$ cat src/rtl/sem_flag_bank.sv
module sem_flag_bank #(
  parameter int NFLAGS = 8,
  parameter int AW     = 14,
  parameter int DW     = 16
) (
  input  logic          clk,
  input  logic          rst,
  input  logic          l_sel_n,
  input  logic          l_en,
  input  logic          l_wr_n,
  input  logic [AW-1:0] l_addr,
  input  logic [DW-1:0] l_wdata,
  output logic [DW-1:0] l_rdata,
  input  logic          r_sel_n,
  input  logic          r_en,
  input  logic          r_wr_n,
  input  logic [AW-1:0] r_addr,
  input  logic [DW-1:0] r_wdata,
  output logic [DW-1:0] r_rdata
);
  localparam int SW = $clog2(NFLAGS);

  logic [NFLAGS-1:0] own_l, own_r, req_l, req_r;
  logic [NFLAGS-1:0] l_ask, l_drop, r_ask, r_drop;

  wire l_go = ~l_sel_n & l_en & ~l_wr_n;
  wire r_go = ~r_sel_n & r_en & ~r_wr_n;
  wire [SW-1:0] l_idx = l_addr[SW-1:0];
  wire [SW-1:0] r_idx = r_addr[SW-1:0];

  logic unused_bits;
  assign unused_bits = ^{l_addr[AW-1:SW], r_addr[AW-1:SW], l_wdata[DW-1:1], r_wdata[DW-1:1]};

  assign l_rdata = {DW{~own_l[l_idx]}};
  assign r_rdata = {DW{~own_r[r_idx]}};

  for (genvar i = 0; i < NFLAGS; i++) begin : g_flag
    wire l_hit = l_go && (l_idx == SW'(i));
    wire r_hit = r_go && (r_idx == SW'(i));
    assign l_ask[i]  = l_hit & ~l_wdata[0];
    assign l_drop[i] = l_hit &  l_wdata[0];
    assign r_ask[i]  = r_hit & ~r_wdata[0];
    assign r_drop[i] = r_hit &  r_wdata[0];

    wire req_l_n = l_ask[i] | (req_l[i] & ~l_drop[i]);
    wire req_r_n = r_ask[i] | (req_r[i] & ~r_drop[i]);
    wire keep_l  = own_l[i] & req_l_n;
    wire keep_r  = own_r[i] & req_r_n;

    always_ff @(posedge clk) begin
      if (rst) begin
        own_l[i] <= 1'b0;
        own_r[i] <= 1'b0;
        req_l[i] <= 1'b0;
        req_r[i] <= 1'b0;
      end else begin
        req_l[i] <= req_l_n;
        req_r[i] <= req_r_n;
        own_l[i] <= req_l_n & (keep_l | ~keep_r);
        own_r[i] <= req_r_n & (keep_r | (~keep_l & ~req_l_n));
      end
    end

    p_excl_r10: assert property (@(posedge clk) disable iff (rst)
      !(own_l[i] && own_r[i]));

    p_hold_r6: assert property (@(posedge clk) disable iff (rst)
      (own_l[i] && !l_drop[i] && r_ask[i]) |=> (own_l[i] && !own_r[i] && req_r[i]));

    p_handoff_r7: assert property (@(posedge clk) disable iff (rst)
      (own_l[i] && req_r[i] && l_drop[i] && !r_drop[i]) |=> own_r[i]);

    p_tie_r9: assert property (@(posedge clk) disable iff (rst)
      (!own_l[i] && !own_r[i] && !req_l[i] && !req_r[i] && l_ask[i] && r_ask[i])
        |=> (own_l[i] && req_r[i] && !own_r[i]));

    p_withdraw_r8: assert property (@(posedge clk) disable iff (rst)
      (!own_r[i] && r_drop[i]) |=> !req_r[i]);
  end

  p_reset_r1: assert property (@(posedge clk)
    rst |=> (own_l == '0 && own_r == '0 && req_l == '0 && req_r == '0));

  p_repl_r11: assert property (@(posedge clk) disable iff (rst)
    (l_rdata == '0 || l_rdata == '1) && (r_rdata == '0 || r_rdata == '1));

  p_noact_r2: assert property (@(posedge clk) disable iff (rst)
    (!l_go && !r_go) |=> ($stable(own_l) && $stable(own_r) && $stable(req_l) && $stable(req_r)));
endmodule

$ cat config.mk
export PLATFORM = sky130hd
export DESIGN_NAME = sem_flag_bank
export DESIGN_NICKNAME = d
export VERILOG_FILES = /design/src/rtl/sem_flag_bank.sv
export SDC_FILE = /design/constraint.sdc
export NUM_CORES = 1
export LEC_CHECK = 0
export ABC_AREA = 1
export BUFFER_PORTS_ARGS = -buffer_cell sky130_fd_sc_hd__clkbuf_2
export CORE_UTILIZATION = 48
export DETAILED_ROUTE_END_ITERATION = 10
export PLACE_DENSITY = 0.92
export SYNTH_ARGS = -nofsm -noshare
export SYNTH_HDL_FRONTEND = slang
export SYNTH_SLANG_ARGS = --single-unit
$ cat constraint.sdc
create_clock -name clk -period 3 [get_ports clk]
set_input_delay 0.9 -clock clk [delete_from_list [all_inputs] [get_ports clk]]
set_output_delay 0.9 -clock clk [all_outputs]
set_load 0.05 [all_outputs]
======== Word-level counts from Yosys, hierarchy flattened ========
Cells that the tools add are included.
cells by class
  add/subtract/negate cells ............... 0
  $mul .................................... 0
  div/mod/pow operators ................... 0
  $lt $le $gt $ge ......................... 2
  eq/ne operators ......................... 14
  shift operators ......................... 0
  mux-type cells .......................... 4
  bitwise gates (word level) .............. 172
  reductions and logical operators ........ 18
operators by type and width
  kind                                                                   count
  1-bit bitwise AND                                                      92
  1-bit inverter                                                         48
  1-bit OR                                                               32
  3-bit equality test, second input constant                             8
  1-bit logical AND                                                      16
  3-bit by 2-bit equality test with 1-bit output, second input constant  4
  3-bit by 4-bit < comparator with 1-bit output, second input constant   2
  1-bit binary-select mux with 3-bit select                              2
  3-bit by 1-bit equality test with 1-bit output, second input constant  2
  3-bit zero test                                                        2
  1-bit 2-to-1 mux                                                       2
storage, ports and cells
  register bits ........................... 32
  latch bits .............................. 0
  RAM bits ................................ 0
  bits in read-only memories .............. 0
  input port bits ......................... 68
  output and inout port bits .............. 32
  memories kept ........................... 0

======== Longest topological paths before layout ========
  depth after elaboration ................. 13
  mapped depth ............................ 9

======== Worst setup path after synthesis ========
OpenSTA, ideal clock, no wires.
  path type ............................... input-to-output
  start ................................... in r_addr[0]
  end ..................................... out r_rdata[10]
  arrival time ............................ 2.189 ns
  data required time ...................... 2.100 ns
  path slack .............................. -0.089 ns
  cell stages on the path ................. 7
  path buffers ............................ 1
  cell sequence ........................... inv_1 -> nand2_1 -> o22a_1 -> nand2_1 -> nand2_1 -> nand2_1 -> buf_4
between the ends
  word-level cells in the longest chain between the ends .. 3
RTL lines
  item                                       RTL line  source
  from (decl)                                17        input logic [AW-1:0] r_addr,
  1-bit binary-select mux with 3-bit select  35        assign r_rdata = {DW{~own_r[r_idx]}};
  1-bit 2-to-1 mux (not written as such)     35
  1-bit inverter                             35
  to (decl)                                  19        output logic [DW-1:0] r_rdata
Every way passes these cells. The select of a mux whose other input is x is not followed.

======== Worst setup path in the final report ========
  start ................................... in r_addr[0]
  end ..................................... out r_rdata[9]
The elaborated chain is that of the path after synthesis.

==> run_results.csv <==
group,metric,value,unit
run_status,status,"finished clean",
power,p_leak,1.133,nW
synthesis,async_flop_share,0,%
floorplan,core-area,3689,um^2
global_route,antenna_found_initial,0,
clock_network,clockBufferDepth,2,
detailed_routing,drt-wirelength-per-cell,9.852,um
placed_design,gp_congestion,0.9724,
placed_design,dp_hpwl,2712,um
detailed_routing,num_vias,1709,
timing,setup_tns,0,ps
synthesis,postSynthCellCount,294,
clock_network,cts-root-buf,"clkbuf_8",
layout,fin_nets,385,
setup_path,worst_setup_path_end_kind,"output pin",
clock_network,clk_pin_slew,60,ps
setup_path,cpPeakStageDelay,320,ps
synthesis,ys_types,15,
clock_network,clkLatencyLatePin,290,ps
floorplan,rows,22,
layout,area_growth_syn_to_layout,10.16,%
detailed_routing,viasPerCell,4.669,
worst_hold_path,hold_end,"own_r[6]",
setup_path,crit_family,"buffers and inverters",
timing,rsz0062_at_grt,"false",
timing,setup_viol,0,
timing,clock_skew,8.503,ps
setup_path,reg2reg_setup_slack,2240,ps
synthesis,synth_area_leaders,"dfxtp_1, nand2_1, buf_4",
layout,antenna_cells,0,
floorplan,start_util,50.41,%
layout,final.fill_count,375,
timing,relSlewSlack,65.85,%
setup_path,worst_r2r_endpoint,"own_r[7]",
layout,layout_commonest_cell,"nand2_1",
timing,slew_violations,0,
detailed_routing,dr.pass1.iters,4,
placed_design,portBuffers,47,
setup_path,startpoint_type,"input pin",
detailed_routing,drc,0,
synthesis,synth_top_area_share,34.45,%
detailed_routing,totalWireLength,3606,um
layout,multi_input_area,770.7,um^2
setup_path,crit_arrival,1990,ps
timing,hold_viol,0,
setup_path,cpMostUsedCell,"nand2_1",
layout,final_cell_mix,"nand2_1, nor2_1, inv_1, clkbuf_2, nand3_1",
timing,min_period,2886,ps
detailed_routing,drt_iter0_markers,97,
floorplan,dieHeight,64.24,um
worst_hold_path,worst_hold_startpoint,"own_r[6]",
layout,seqCellArea,640.6,um^2
timing,min_period_over_period,96.20,%
synthesis,synth_edf_count,0,
clock_network,clock_sinks,32,
timing,worstMarginPinSlew,511.8,ps
global_route,grt_overflow_total,0,
floorplan,ios,100,
floorplan,die_area,4126,um^2
setup_path,ff2ff_path_depth,5,
clock_network,cts_tree,"done",
setup_path,cp.buffers_inverters,3,
job,cap_violations,0,
clock_network,numCtsBuffers,5,
setup_path,critPathKind,"input pin to output pin",
worst_hold_path,whs_path_depth,2,
detailed_routing,drtAntennaViolNets,0,
global_route,grt.total_usage,19.84,%
clock_network,htree_num_levels,2,
synthesis,synth_top_flop_cell,"dfxtp_1",
global_route,grt_max_degree,17,
synthesis,yosysWarnings,0,
timing,fmax,346.5,MHz
clock_network,post-cts-setup-buffers,0,
setup_path,critPathRequiredTime,2100,ps
setup_path,critPathSlowestCell,"clkbuf_2",
setup_path,r2r_start,"req_l[7]",
power,power.density,563.7,nW/um^2
synthesis,synth_seq_cells,32,
global_route,grt_pass1_wl,6320,um
synthesis,yosys.area.top_type,"dfxtp_1",
layout,stdcell_count,366,
worst_hold_path,hp-class,"flop to flop",
layout,drive_gt1_share,21.38,%
synthesis,synthesis.area,1859,um^2
synthesis,syn_nets,362,
setup_path,critPathMaxFanout,16,
floorplan,fp.dieW,64.24,um
synthesis,postSynthAreaPerCell,6.324,um^2
timing,hold_ws,512.1,ps
power,power,1.154,mW
synthesis,ys_seq_area_share,34.45,%
global_route,grt_pass1_vias,1612,
setup_path,crit_chain,"clkbuf_2 -> inv_1 -> nand2_1 -> o22a_1 -> nand2_1 -> nand2_1 -> nand2_2 -> clkbuf_2",
placed_design,dp_cells,358,
power,peakVddDrop,0.2777,mV
==> final cells by class <==
| type | count | area share [%] |
|---|---|---|
| multi-input cells | 177 | 37.63 |
| flip-flops and latches | 32 | 31.28 |
| repair buffers | 51 | 13.56 |
| inverters | 50 | 9.163 |
| clock buffers | 5 | 3.360 |
| well taps | 48 | 2.932 |
| clock inverters | 3 | 2.077 |
==> synthesized netlist by cell type (2+ instances only) <==
library cell  instances
buf_4                30
buf_6                 2
clkbuf_1              2
dfxtp_1              32
inv_1                48
inv_2                 2
nand2_1              73
nand2_2               4
nand3_1              36
nand4_1               2
nor2_1               58
nor2_8                2
==> worst reg2reg max path, stage by stage, from the launching register on <==
cell	delay, ps
dfxtp_1	320
inv_1	40
nand2_1	70
nand2_1	60
nor2_1	110
nor2_1	50
==> timing repair <==
action                     CTS  global route
gates resized for setup      0             8
hold buffers                 0             0
setup endpoints to repair    0            16
==> registers in the layout, summed over array words and instances, names as in the netlist <==
name   count
own_l      8
own_r      8
req_l      8
req_r      8
==> worst max path at each step <==
| stage | startpoint | to | slack (ps) | cells past startpoint |
|---|---|---|---|---|
| after global routing | r_addr[0] | r_rdata[9] | 2 | 8 |
| after detailed placement | r_addr[0] | r_rdata[10] | 80 | 8 |
| after global placement | r_addr[0] | r_rdata[11] | 130 | 8 |
| final | r_addr[0] | r_rdata[9] | 110 | 8 |
| after CTS | r_addr[0] | r_rdata[10] | 80 | 8 |
| after floorplan | l_addr[0] | l_rdata[10] | 20 | 6 |
==> metal layers <==
metal,global-route usage [%],vias to the layer above,wire [um]
li1,-,891,-
met1,20.17,739,1553
met2,36.84,72,1714
met3,4.821,7,262
met4,10.83,0,76
met5,0,-,0
==> kinds of logic (layout without fill, tap and decap cells) <==
family / Yosys count / count (layout) / synth area share (%)
AOI/OAI and AO/OA: 1 / 1 / 0.4711
buffers and inverters: 85 / 109 / 24.23
DFF: 32 / 32 / 34.45
muxes: 1 / 1 / 0.5384
and+or+nand+nor: 175 / 175 / 40.31
==> where the power goes <==
group | switching (mW) | total, mW | internal (mW) | leakage [nW]
sequential | 0.00225 | 0.433 | 0.430 | 0.258
combinational | 0.247 | 0.310 | 0.0636 | 0.821
clock | 0.166 | 0.412 | 0.246 | 0.0541
total | 0.415 | 1.15 | 0.739 | 1.13
==> through the flow <==
stage / worst slack [ps] / util, % / cell area, um^2
after detailed placement: 83.95 / 52.51 / 1937
after global placement: 128.6 / 52.51 / 1937
after CTS: 80.38 / 55.53 / 2048
after global routing: 1.778 / 55.53 / 2048
after floorplan: 15.27 / - / 1862
final: 113.9 / 55.53 / 2048
Power figures use the tool's default switching activity.
